**src/rtl/hostreg_pkg.sv**
```systemverilog
package hostreg_pkg;
  localparam int DATA_W = 16;
  localparam int ADDR_W = 6;

  // byte offsets of the always-visible registers
  localparam logic [ADDR_W-1:0] OFF_ID     = 6'h00;
  localparam logic [ADDR_W-1:0] OFF_PAGE   = 6'h02;
  localparam logic [ADDR_W-1:0] OFF_OPT_LO = 6'h04;
  localparam logic [ADDR_W-1:0] OFF_OPT_HI = 6'h06;
  localparam logic [ADDR_W-1:0] WIN_BASE   = 6'h08;
  // window offsets
  localparam logic [ADDR_W-1:0] OFF_STAT   = 6'h08;
  localparam logic [ADDR_W-1:0] OFF_MASK   = 6'h0A;
  localparam logic [ADDR_W-1:0] OFF_MODE   = 6'h10;
  localparam logic [ADDR_W-1:0] OFF_FREE   = 6'h14;
  localparam int PG_PERF = 0;
  localparam int PG_MAP  = 2;

  // status bit positions
  localparam int ST_TX_ERR   = 1;
  localparam int ST_MISC     = 2;
  localparam int ST_TX_DONE  = 3;
  localparam int ST_TX_SPACE = 4;
  localparam int ST_RX_ERR   = 9;
  localparam int ST_RX_PKT   = 10;
  localparam logic [DATA_W-1:0] STICKY_MASK =
    (16'd1 << ST_TX_ERR) | (16'd1 << ST_MISC) | (16'd1 << ST_TX_DONE) |
    (16'd1 << ST_RX_ERR) | (16'd1 << ST_RX_PKT);

  // option / mode bit positions
  localparam int OPT_RUN     = 1;
  localparam int OPT_IRQ_EN  = 2;
  localparam int OPT_FORCE   = 3;
  localparam int CMD_TX      = 1;
  localparam int CMD_ADV     = 2;
  localparam int MODE_COR    = 1;

  typedef struct packed {
    logic hw_id;
    logic page;
    logic opt_lo;
    logic opt_hi;
    logic stat;
    logic mask;
    logic mode;
    logic free;
  } sel_t;
endpackage

```
**src/rtl/hostreg_dec.sv**
```systemverilog
module hostreg_dec
  import hostreg_pkg::*;
#(
  parameter int PAGE_W = 3
) (
  input  logic [ADDR_W-1:0] addr,
  input  logic [PAGE_W-1:0] page,
  output sel_t              sel
);
  logic [ADDR_W-1:0] word;
  logic              common;
  logic              on_perf;
  logic              on_map;
  logic              unused_lsb;

  assign word       = {addr[ADDR_W-1:1], 1'b0};
  assign unused_lsb = addr[0];
  assign common     = (word < WIN_BASE);
  assign on_perf    = !common && (page == PAGE_W'(PG_PERF));
  assign on_map     = !common && (page == PAGE_W'(PG_MAP));

  always_comb begin
    sel        = '0;
    sel.hw_id  = common && (word == OFF_ID);
    sel.page   = common && (word == OFF_PAGE);
    sel.opt_lo = common && (word == OFF_OPT_LO);
    sel.opt_hi = common && (word == OFF_OPT_HI);
    sel.stat   = on_perf && (word == OFF_STAT);
    sel.mask   = on_perf && (word == OFF_MASK);
    sel.free   = on_perf && (word == OFF_FREE);
    sel.mode   = on_map  && (word == OFF_MODE);
  end
endmodule

```
**src/rtl/hostreg_stat.sv**
```systemverilog
module hostreg_stat
  import hostreg_pkg::*;
#(
  parameter int FREE_W      = 16,
  parameter int SPACE_THRESH = 8192
) (
  input  logic              clk,
  input  logic              rst_n,
  input  logic [DATA_W-1:0] ev_in,
  input  logic              wr_hit,
  input  logic              rd_hit,
  input  logic              cor_mode,
  input  logic [DATA_W-1:0] wdata,
  input  logic [FREE_W-1:0] free_cnt,
  output logic [DATA_W-1:0] stat
);
  logic [DATA_W-1:0] clr;
  logic              unused_bits;

  // clear vector: whole sticky set on a read in clear-on-read mode,
  // written ones otherwise
  assign clr = cor_mode ? {DATA_W{rd_hit}} : (wr_hit ? wdata : '0);
  assign unused_bits = ^(wdata & ~STICKY_MASK) ^ ^(ev_in & ~STICKY_MASK);

  for (genvar i = 0; i < DATA_W; i++) begin : g_bit
    if (STICKY_MASK[i]) begin : g_sticky
      logic q;
      always_ff @(posedge clk) begin
        if (!rst_n) q <= 1'b0;
        else        q <= ev_in[i] | (q & ~clr[i]);
      end
      assign stat[i] = q;
    end else if (i == ST_TX_SPACE) begin : g_space
      assign stat[i] = (free_cnt >= FREE_W'(SPACE_THRESH));
    end else begin : g_none
      assign stat[i] = 1'b0;
    end
  end
endmodule

```
**src/rtl/hostreg_opt.sv**
```systemverilog
module hostreg_opt
  import hostreg_pkg::*;
(
  input  logic              clk,
  input  logic              rst_n,
  input  logic              wr_lo,
  input  logic              wr_hi,
  input  logic [DATA_W-1:0] wdata,
  input  logic              tx_done,
  input  logic              adv_done,
  output logic [DATA_W-1:0] opt_lo,
  output logic [DATA_W-1:0] opt_hi,
  output logic              soft_rst
);
  logic [DATA_W-1:0] done_clr;

  always_comb begin
    done_clr          = '0;
    done_clr[CMD_TX]  = tx_done;
    done_clr[CMD_ADV] = adv_done;
  end

  always_ff @(posedge clk) begin
    if (!rst_n) begin
      opt_lo   <= '0;
      opt_hi   <= '0;
      soft_rst <= 1'b0;
    end else begin
      soft_rst <= wr_lo && wdata[OPT_RUN] && !opt_lo[OPT_RUN];
      if (wr_lo) opt_lo <= wdata;
      // a host write wins over a completion in the same cycle
      if (wr_hi) opt_hi <= wdata;
      else       opt_hi <= opt_hi & ~done_clr;
    end
  end
endmodule

```
**src/rtl/hostreg_pager.sv**
```systemverilog
module hostreg_pager
  import hostreg_pkg::*;
#(
  parameter logic [15:0] HW_ID        = 16'h4850,
  parameter logic [11:0] CHIP_ID      = 12'h5A3,
  parameter int          NUM_PAGES    = 8,
  parameter int          SPACE_THRESH = 8192
) (
  input  logic        clk,
  input  logic        rst_n,
  input  logic        cpu_wr,
  input  logic        cpu_rd,
  input  logic [5:0]  cpu_addr,
  input  logic [15:0] cpu_wdata,
  output logic [15:0] cpu_rdata,
  input  logic        ev_rx_pkt,
  input  logic        ev_rx_err,
  input  logic        ev_tx_done,
  input  logic        ev_misc_err,
  input  logic        ev_tx_err,
  input  logic [15:0] tx_free_bytes,
  input  logic        tx_cmd_done,
  input  logic        rx_adv_done,
  output logic        irq,
  output logic        core_hold_rst,
  output logic        core_soft_rst,
  output logic        tx_cmd_req,
  output logic        rx_adv_req,
  output logic [15:0] trace_out
);
  localparam int PAGE_W = $clog2(NUM_PAGES);
  localparam int MODE_W = 8;

  sel_t              sel;
  logic [PAGE_W-1:0] page_q;
  logic [DATA_W-1:0] mask_q;
  logic [MODE_W-1:0] mode_q;
  logic [DATA_W-1:0] trace_q;
  logic [DATA_W-1:0] opt_lo_q;
  logic [DATA_W-1:0] opt_hi_q;
  logic [DATA_W-1:0] stat_q;
  logic [DATA_W-1:0] ev_vec;

  hostreg_dec #(.PAGE_W(PAGE_W)) u_dec (
    .addr (cpu_addr),
    .page (page_q),
    .sel  (sel)
  );

  always_comb begin
    ev_vec             = '0;
    ev_vec[ST_RX_PKT]  = ev_rx_pkt;
    ev_vec[ST_RX_ERR]  = ev_rx_err;
    ev_vec[ST_TX_DONE] = ev_tx_done;
    ev_vec[ST_MISC]    = ev_misc_err;
    ev_vec[ST_TX_ERR]  = ev_tx_err;
  end

  hostreg_stat #(.FREE_W(16), .SPACE_THRESH(SPACE_THRESH)) u_stat (
    .clk      (clk),
    .rst_n    (rst_n),
    .ev_in    (ev_vec),
    .wr_hit   (cpu_wr && sel.stat),
    .rd_hit   (cpu_rd && sel.stat),
    .cor_mode (mode_q[MODE_COR]),
    .wdata    (cpu_wdata),
    .free_cnt (tx_free_bytes),
    .stat     (stat_q)
  );

  hostreg_opt u_opt (
    .clk      (clk),
    .rst_n    (rst_n),
    .wr_lo    (cpu_wr && sel.opt_lo),
    .wr_hi    (cpu_wr && sel.opt_hi),
    .wdata    (cpu_wdata),
    .tx_done  (tx_cmd_done),
    .adv_done (rx_adv_done),
    .opt_lo   (opt_lo_q),
    .opt_hi   (opt_hi_q),
    .soft_rst (core_soft_rst)
  );

  always_ff @(posedge clk) begin
    if (!rst_n) begin
      page_q  <= '0;
      mask_q  <= '0;
      mode_q  <= '0;
      trace_q <= '0;
    end else if (cpu_wr) begin
      if (sel.hw_id) trace_q <= cpu_wdata;
      if (sel.page)  page_q  <= cpu_wdata[PAGE_W-1:0];
      if (sel.mask)  mask_q  <= cpu_wdata;
      if (sel.mode)  mode_q  <= cpu_wdata[MODE_W-1:0];
    end
  end

  always_comb begin
    cpu_rdata = '0;
    if (cpu_rd) begin
      unique case (1'b1)
        sel.hw_id:  cpu_rdata = HW_ID;
        sel.page:   cpu_rdata = {CHIP_ID, 4'(page_q)};
        sel.opt_lo: cpu_rdata = opt_lo_q;
        sel.opt_hi: cpu_rdata = opt_hi_q;
        sel.stat:   cpu_rdata = stat_q;
        sel.mask:   cpu_rdata = mask_q;
        sel.mode:   cpu_rdata = DATA_W'(mode_q);
        sel.free:   cpu_rdata = tx_free_bytes;
        default:    cpu_rdata = '0;
      endcase
    end
  end

  assign irq = opt_lo_q[OPT_IRQ_EN] &&
               (opt_lo_q[OPT_FORCE] || |(stat_q & mask_q));
  assign core_hold_rst = !opt_lo_q[OPT_RUN];
  assign tx_cmd_req    = opt_hi_q[CMD_TX];
  assign rx_adv_req    = opt_hi_q[CMD_ADV];
  assign trace_out     = trace_q;
endmodule

```
**config.mk**
```make
export PLATFORM = sky130hd
export DESIGN_NAME = hostreg_pager
export DESIGN_NICKNAME = d
export VERILOG_FILES = /design/src/rtl/hostreg_pkg.sv /design/src/rtl/hostreg_dec.sv /design/src/rtl/hostreg_stat.sv /design/src/rtl/hostreg_opt.sv /design/src/rtl/hostreg_pager.sv
export SDC_FILE = /design/constraint.sdc
export NUM_CORES = 1
export LEC_CHECK = 0
export ABC_AREA = 1
export BUFFER_PORTS_ARGS = -buffer_cell sky130_fd_sc_hd__buf_2
export CAP_MARGIN = 20
export CORE_MARGIN = 3
export CORE_UTILIZATION = 39
export DETAILED_ROUTE_END_ITERATION = 8
export SETUP_SLACK_MARGIN = 0.1
export SLEW_MARGIN = 5
export SYNTH_ARGS = -nofsm -noshare
export SYNTH_HDL_FRONTEND = slang
export SYNTH_SLANG_ARGS = --single-unit
```
**constraint.sdc**
```tcl
create_clock -name clk -period 2.92 [get_ports clk]
set_input_delay 0.438 -clock clk [delete_from_list [all_inputs] [get_ports clk]]
set_output_delay 0.438 -clock clk [all_outputs]
set_load 0.03 [all_outputs]
```
# After elaboration in Yosys (flattened, before gate mapping)
# Index checks and enable logic that the tools add are counted.
# Widths: inputs -> output; s select.
[word_totals] input_bits=49 word_cells=72 register_bits=81 out_inout_bits=37
[classes] eq_ne=8 muxes=5 bitwise=18 reduce_logical=27 n_lt_le_gt_ge=2
[ops] cell="$pmux 16 s8" count=1
[ops] cell="$mux 16" count=2
[ops] cell="$mux 11" count=2
[ops] cell="$logic_and 1x1->1" count=17
[ops] cell="$and 11x16->16" count=1
[ops] cell="$and 16x16->16" count=1
[ops] cell="$ge 16x14->1 const B" count=1
[ops] cell="$not 3->16" count=1
[ops] cell="$reduce_or 16->1" count=1
[ops] cell="$eq 5x2->1 const B" count=2
[ops] cell="$eq 5x3->1 const B" count=2
[ops] cell="$eq 5x4->1 const B" count=2
[ops] cell="$reduce_and 2->1" count=4
[ops] cell="$logic_not 6->1" count=1
[ops] cell="$lt 6x4->1 const B" count=1
[ops] cell="$and 1x1->1" count=5
[ops] cell="$eq 5x1->1 const B" count=1
[ops] cell="$not 1->1" count=5
[ops] cell="$or 1x1->1" count=5
[ops] cell="$eq 3x2->1 const B" count=1
[ops] cell="$logic_not 3->1" count=1
[ops] cell="$logic_not 1->1" count=2
[ops] cell="$logic_or 1x1->1" count=1

# Longest topological paths before layout
[depth] word_depth=10 ltp_mapped=9 depth_no_buf=8

# Cells and area by module
# From an unflattened synthesis, not the netlist that was laid out.
[unflattened] cells_unflattened=626 area_unflattened_um2=3977.6
[by_module_without_submodules] mod="hostreg_pager" instances=1 seq_area_each_um2=860.8 area_each_um2=2328.5 cells_each=397
[by_module_without_submodules] mod="hostreg_opt" instances=1 seq_area_each_um2=660.6 area_each_um2=1163.6 cells_each=147
[by_module_without_submodules] mod="hostreg_stat" instances=1 seq_area_each_um2=100.1 area_each_um2=361.6 cells_each=54
[by_module_without_submodules] mod="hostreg_dec" instances=1 seq_area_each_um2=0.0 area_each_um2=123.9 cells_each=28

# Least setup slack after synthesis
# OpenSTA, ideal clock, no wires.
[synth_timing] path_kind="input -> output" startpoint="input port cpu_addr[5]" endpoint="output port cpu_rdata[3]" n_path_buf=1 path_stages=8 setup_slack_ns=0.859 arrival_time_ns=1.623 required_time_ns=2.482 path_cell_list="inv_1 -> nand2_1 -> nor2_2 -> buf_4 -> nand3_1 -> o21ai_0 -> inv_1 -> a21oi_1"
[synth_between] elab_chain_cells=6 word_cells_on_any_way=22 classes_between="order compare (1); eq/ne (7); mux (2); reduce/logical (12)"
[synth_rtl] element="start, declared" line_no="hostreg_pager.sv:13" source="input logic [5:0] cpu_addr,"
[synth_rtl] element="$lt 6x4->1" line_no="hostreg_dec.sv:18" source="assign common = (word < WIN_BASE);"
[synth_rtl] element="$logic_not 1->1" line_no="hostreg_dec.sv:19, hostreg_dec.sv:20"
[synth_rtl] element="$logic_and 1x1->1 (on tied branches)" line_no="hostreg_dec.sv:19, hostreg_dec.sv:20"
[synth_rtl] element="$logic_and 1x1->1 (on tied branches)"
[synth_rtl] element="$pmux 16 s8 *" line_no="hostreg_pager.sv:101" source="unique case (1'b1)"
[synth_rtl] element="$mux 16 *" line_no="hostreg_pager.sv:100" source="if (cpu_rd) begin"
[synth_rtl] element="end, declared" line_no="hostreg_pager.sv:15" source="output logic [15:0] cpu_rdata,"
# Every way passes the cells marked *; elsewhere a longest branch is shown, timed or not.

# Worst setup path after layout
[layout_timing] startpoint="register page_q[0]" endpoint="output port cpu_rdata[15]"
[layout_between] elab_chain_cells=5 word_cells_on_any_way=10 classes_between="eq/ne (1); mux (2); reduce/logical (7)"
[layout_rtl] element="start, declared" line_no="hostreg_pager.sv:35" source="logic [PAGE_W-1:0] page_q;"
[layout_rtl] element="start signal, assigned" line_no="hostreg_pager.sv:92" source="if (sel.page) page_q <= cpu_wdata[PAGE_W-1:0];"
[layout_rtl] element="$eq 3x2->1 or $logic_not 3->1 (tied branches)" line_no="hostreg_dec.sv:20, hostreg_dec.sv:19"
[layout_rtl] element="$logic_and 1x1->1 (on tied branches)" line_no="hostreg_dec.sv:20, hostreg_dec.sv:19"
[layout_rtl] element="$logic_and 1x1->1 (on tied branches)"
[layout_rtl] element="$pmux 16 s8 *" line_no="hostreg_pager.sv:101"
[layout_rtl] element="$mux 16 *" line_no="hostreg_pager.sv:100"
# Marks and branches as above.

==> results.cfg <==
[grt]
grt_util_all_layers_pct = 21.4
grt_pass1_vias = 3574
grt_first_pass_wirelength_um = 18900
globalRouteOverflowTotal = 0
pin_count_of_the_biggest_net_entering_global_routing = 65
antenna_found_initial = 0

[timing]
finalCriticalPeriod_ns = 2.59
timing.setup.tns_ns = 0
setup-violations-final = 0
worst_max_slew_margin_expressed_relative_to_the_limit_pct = 57.3
worst_pin_slew_ns = 0.640
hold_slack_ns = 0.304
rsz0062_at_grt = false
finalClockSkew_ns = 0.00855
final-hold-violation-count = 0
fmax_ghz = 0.386
layout_worst_path_cycle_share_pct = 88.7
report.final.slew_viol_count = 0

[floorplanning]
dieArea_um2 = 11100
floorplan.io_pins = 86
die_h_um = 105
core_um2 = 9420
chipWidth_um = 105
core.rowCount = 35
start_util_pct = 40.7

[synth]
post_synth_num_cell_types = 29
synthCells = 564
synth-edff-count = 0
ffs_w_async_s_r_synth_pct = 0
flop_and_latch_count_out_of_synthesis = 81
synth.largest_area_cell = sky130_fd_sc_hd__dfxtp_1
synth_largest_type_area_fraction_pct = 42.3
synth.area.top_cells = sky130_fd_sc_hd__dfxtp_1 (42%), sky130_fd_sc_hd__nor2_1 (10%), sky130_fd_sc_hd__o21ai_0 (9.1%)
synthesis.yosys.warnings = 0
syn-cell-area_um2 = 3830
avgSynthCellArea_um2 = 6.80
dominantRegCellSynth = sky130_fd_sc_hd__dfxtp_1
synth.yosys.seq_area_share_pct = 42.3
syn-num-nets = 613

[power]
power.clock.fraction_pct = 40.6
power.share.combinational_pct = 8.8
leakagePower_nw = 1.99
power.ir.vdd_worst_v = 0.000199
power_per_cell_area_nw_per_um2 = 494
internal_power_contribution_mw = 1.66
seq_power_share_pct = 50.6
power.switching_mw = 0.573
sw_frac_of_total_pct = 25.7

[final_layout]
post-route-util_pct = 48.0
final_cells = 770
post_layout_nets = 685
fillerInstances = 978
antenna_cells_inserted = 0
final_layout_size_suffix_gt1_share_pct = 19.7
layout-area-overhead-vs-synth_pct = 17.8
commonest_cells_after_routing_fill_and_taps_aside = sky130_fd_sc_hd__nor2_1 (102), sky130_fd_sc_hd__buf_2 (84), sky130_fd_sc_hd__dfxtp_1 (81)
commonest_non_fill_non_tap_cell_in_the_layout = sky130_fd_sc_hd__nor2_1

[worst_setup_path]
critical_path.cell_chain = nor2_1 > nand2_1 > nor2_4 > nand2_1 > o21ai_1 > nor2_1 > nor2_1 > buf_2
worst_setup_path_startpoint = page_q[0]
critical_path.startpoint_type = flip-flop
timing.critical_path.mode_cell = sky130_fd_sc_hd__nor2_1
worst-path-max-fanout = 10
timing.critical_path.buf_inv = 1
critical_path.reg2reg.startpoint = page_q[0]
worst_setup_path_end_kind = primary output
cp_data_required_time_ns = 2.48
worst_r2r_endpoint = mask_q[6]
reg2reg_slack_ns = 0.93
timing.critical_path.max_delay_family = simple AND/OR/NAND/NOR gates
crit_path_max_incr_delay_ns = 0.35
crit_path_max_delay_cell_type = sky130_fd_sc_hd__nand2_1
worstSetupPathType = reg2out
r2r.worst_path.cells = 6
worst_ep_arrival_time_ns = 2.15

[detailed_routing]
antenna_left = 0
drc = 0
routed_via_density = 5.12
detail_route.wl_per_cell_um = 15.5
detailedRoute.firstPassIterationCount = 5
finalWirelength_um = 11900
drt_iter0_markers = 315
route.vias.total = 3940

[clock_network]
cts_buffer_depth = 2
clockRootBuffer = sky130_fd_sc_hd__clkbuf_8
worst_skew_pair.late_latency_ns = 0.36
clock_tree_from_tritoncts = yes
cts.repair_timing.setup_buffer_count = 0
cts_sinks = 81
h-tree-depth = 3
clkSlewWorstSetupHoldPaths_ns = 0.09
cts-buffers-inserted = 9
cts_repair_resize_count = 0
cts.hold.buffers_added = 0

[hold_path]
worst_hold_startpoint = ev_tx_done
holdPathEnd = u_stat.g_bit[3].g_sticky.q
hold-path-cell-count = 3
hp-class = in2reg

[placement]
buffer_ports.inserted = 84
place.gp.congestion = 0.883
cell_count_after_placement = 754
detailed_place_hpwl_um = 8260

[run]
timing.max_cap.violations = 0

[status]
outcome = complete, no violations
-- synthesized netlist by cell type (2+ instances only) --
master,count
sky130_fd_sc_hd__a211oi_1,3
sky130_fd_sc_hd__a21oi_1,56
sky130_fd_sc_hd__buf_2,8
sky130_fd_sc_hd__buf_4,4
sky130_fd_sc_hd__buf_6,3
sky130_fd_sc_hd__clkbuf_1,12
sky130_fd_sc_hd__dfxtp_1,81
sky130_fd_sc_hd__inv_1,54
sky130_fd_sc_hd__inv_2,4
sky130_fd_sc_hd__nand2_1,72
sky130_fd_sc_hd__nand3_1,60
sky130_fd_sc_hd__nand4_1,8
sky130_fd_sc_hd__nor2_1,102
sky130_fd_sc_hd__nor2_2,8
sky130_fd_sc_hd__nor2_4,2
sky130_fd_sc_hd__o21ai_0,70
sky130_fd_sc_hd__o21ai_1,3
sky130_fd_sc_hd__o22ai_1,3
-- power by group through the flow --
stage / sequential, mW / clock [mW] / combinational, mW
6_report: 1.13 / 0.905 / 0.196
5_1_grt: 1.13 / 0.961 / 0.216
4_1_cts: 1.13 / 0.923 / 0.194
3_5_place_dp: 1.16 / 0 / 0.193
3_3_place_gp: 1.16 / 0 / 0.191
2_1_floorplan: 1.16 / 0 / 0.105
-- sequential cells by signal, summed over array words and instances (netlist names) --
register,cells
page_q,3
trace_out,16
mask_q,16
u_opt.opt_hi,16
u_opt.soft_rst,1
u_opt.opt_lo,16
mode_q,8
u_stat.g_bit.g_sticky.q,5
-- cell families after synthesis --
logic type	Yosys count	synth area share, %
DFF	81	42.3
and+or+nand+nor	258	29.3
AOI/OAI and AO/OA	136	18.1
buffers and inverters	89	10.2
-- stage by stage --
| step | total power [mW] | worst slack (ns) | cell area [um^2] |
|---|---|---|---|
| final | 2.23 | 0.329 | 4520 |
| after global routing | 2.31 | 0.174 | 4520 |
| after CTS | 2.25 | 0.345 | 4520 |
| after detailed placement | 1.35 | 0.515 | 4300 |
| after global placement | 1.35 | 0.503 | 4300 |
| after floorplan | 1.26 | 0.859 | 3830 |
-- metal layers --
layer | share of wire [%] | track usage [%] | up-vias
met2 | 44 | 32.2 | 145
met5 | 0 | 0 | -
met4 | 1.1 | 5.72 | 0
li1 | - | - | 1985
met1 | 47 | 31.7 | 1800
met3 | 7.8 | 3.40 | 10
-- final cells by class --
cell class / instances / area [um^2] / share of cell area (%)
Multi-Input combinational cell: 394 / 1820 / 40.3
Sequential cell: 81 / 1620 / 35.9
Inverter: 59 / 221 / 4.90
Timing Repair Buffer: 91 / 473 / 10.5
Clock inverter: 7 / 95.1 / 2.11
Tap cell: 129 / 161 / 3.57
Clock buffer: 9 / 124 / 2.74
-- worst max path at each step --
stage | to | slack, ns | cells after the start
after floorplan | cpu_rdata[3] | 0.86 | 8
after global placement | cpu_rdata[2] | 0.50 | 9
after detailed placement | cpu_rdata[2] | 0.52 | 9
after CTS | cpu_rdata[8] | 0.34 | 8
after global routing | cpu_rdata[2] | 0.17 | 8
final | cpu_rdata[15] | 0.33 | 8
-- tightest hold or removal path, delay by kind of cell --
kind | cells | cell delay (ns)
AOI/OAI and AO/OA | 1 | 0.05
buffers and inverters | 2 | 0.13
No activity file was read; power rests on OpenSTA's default activity.
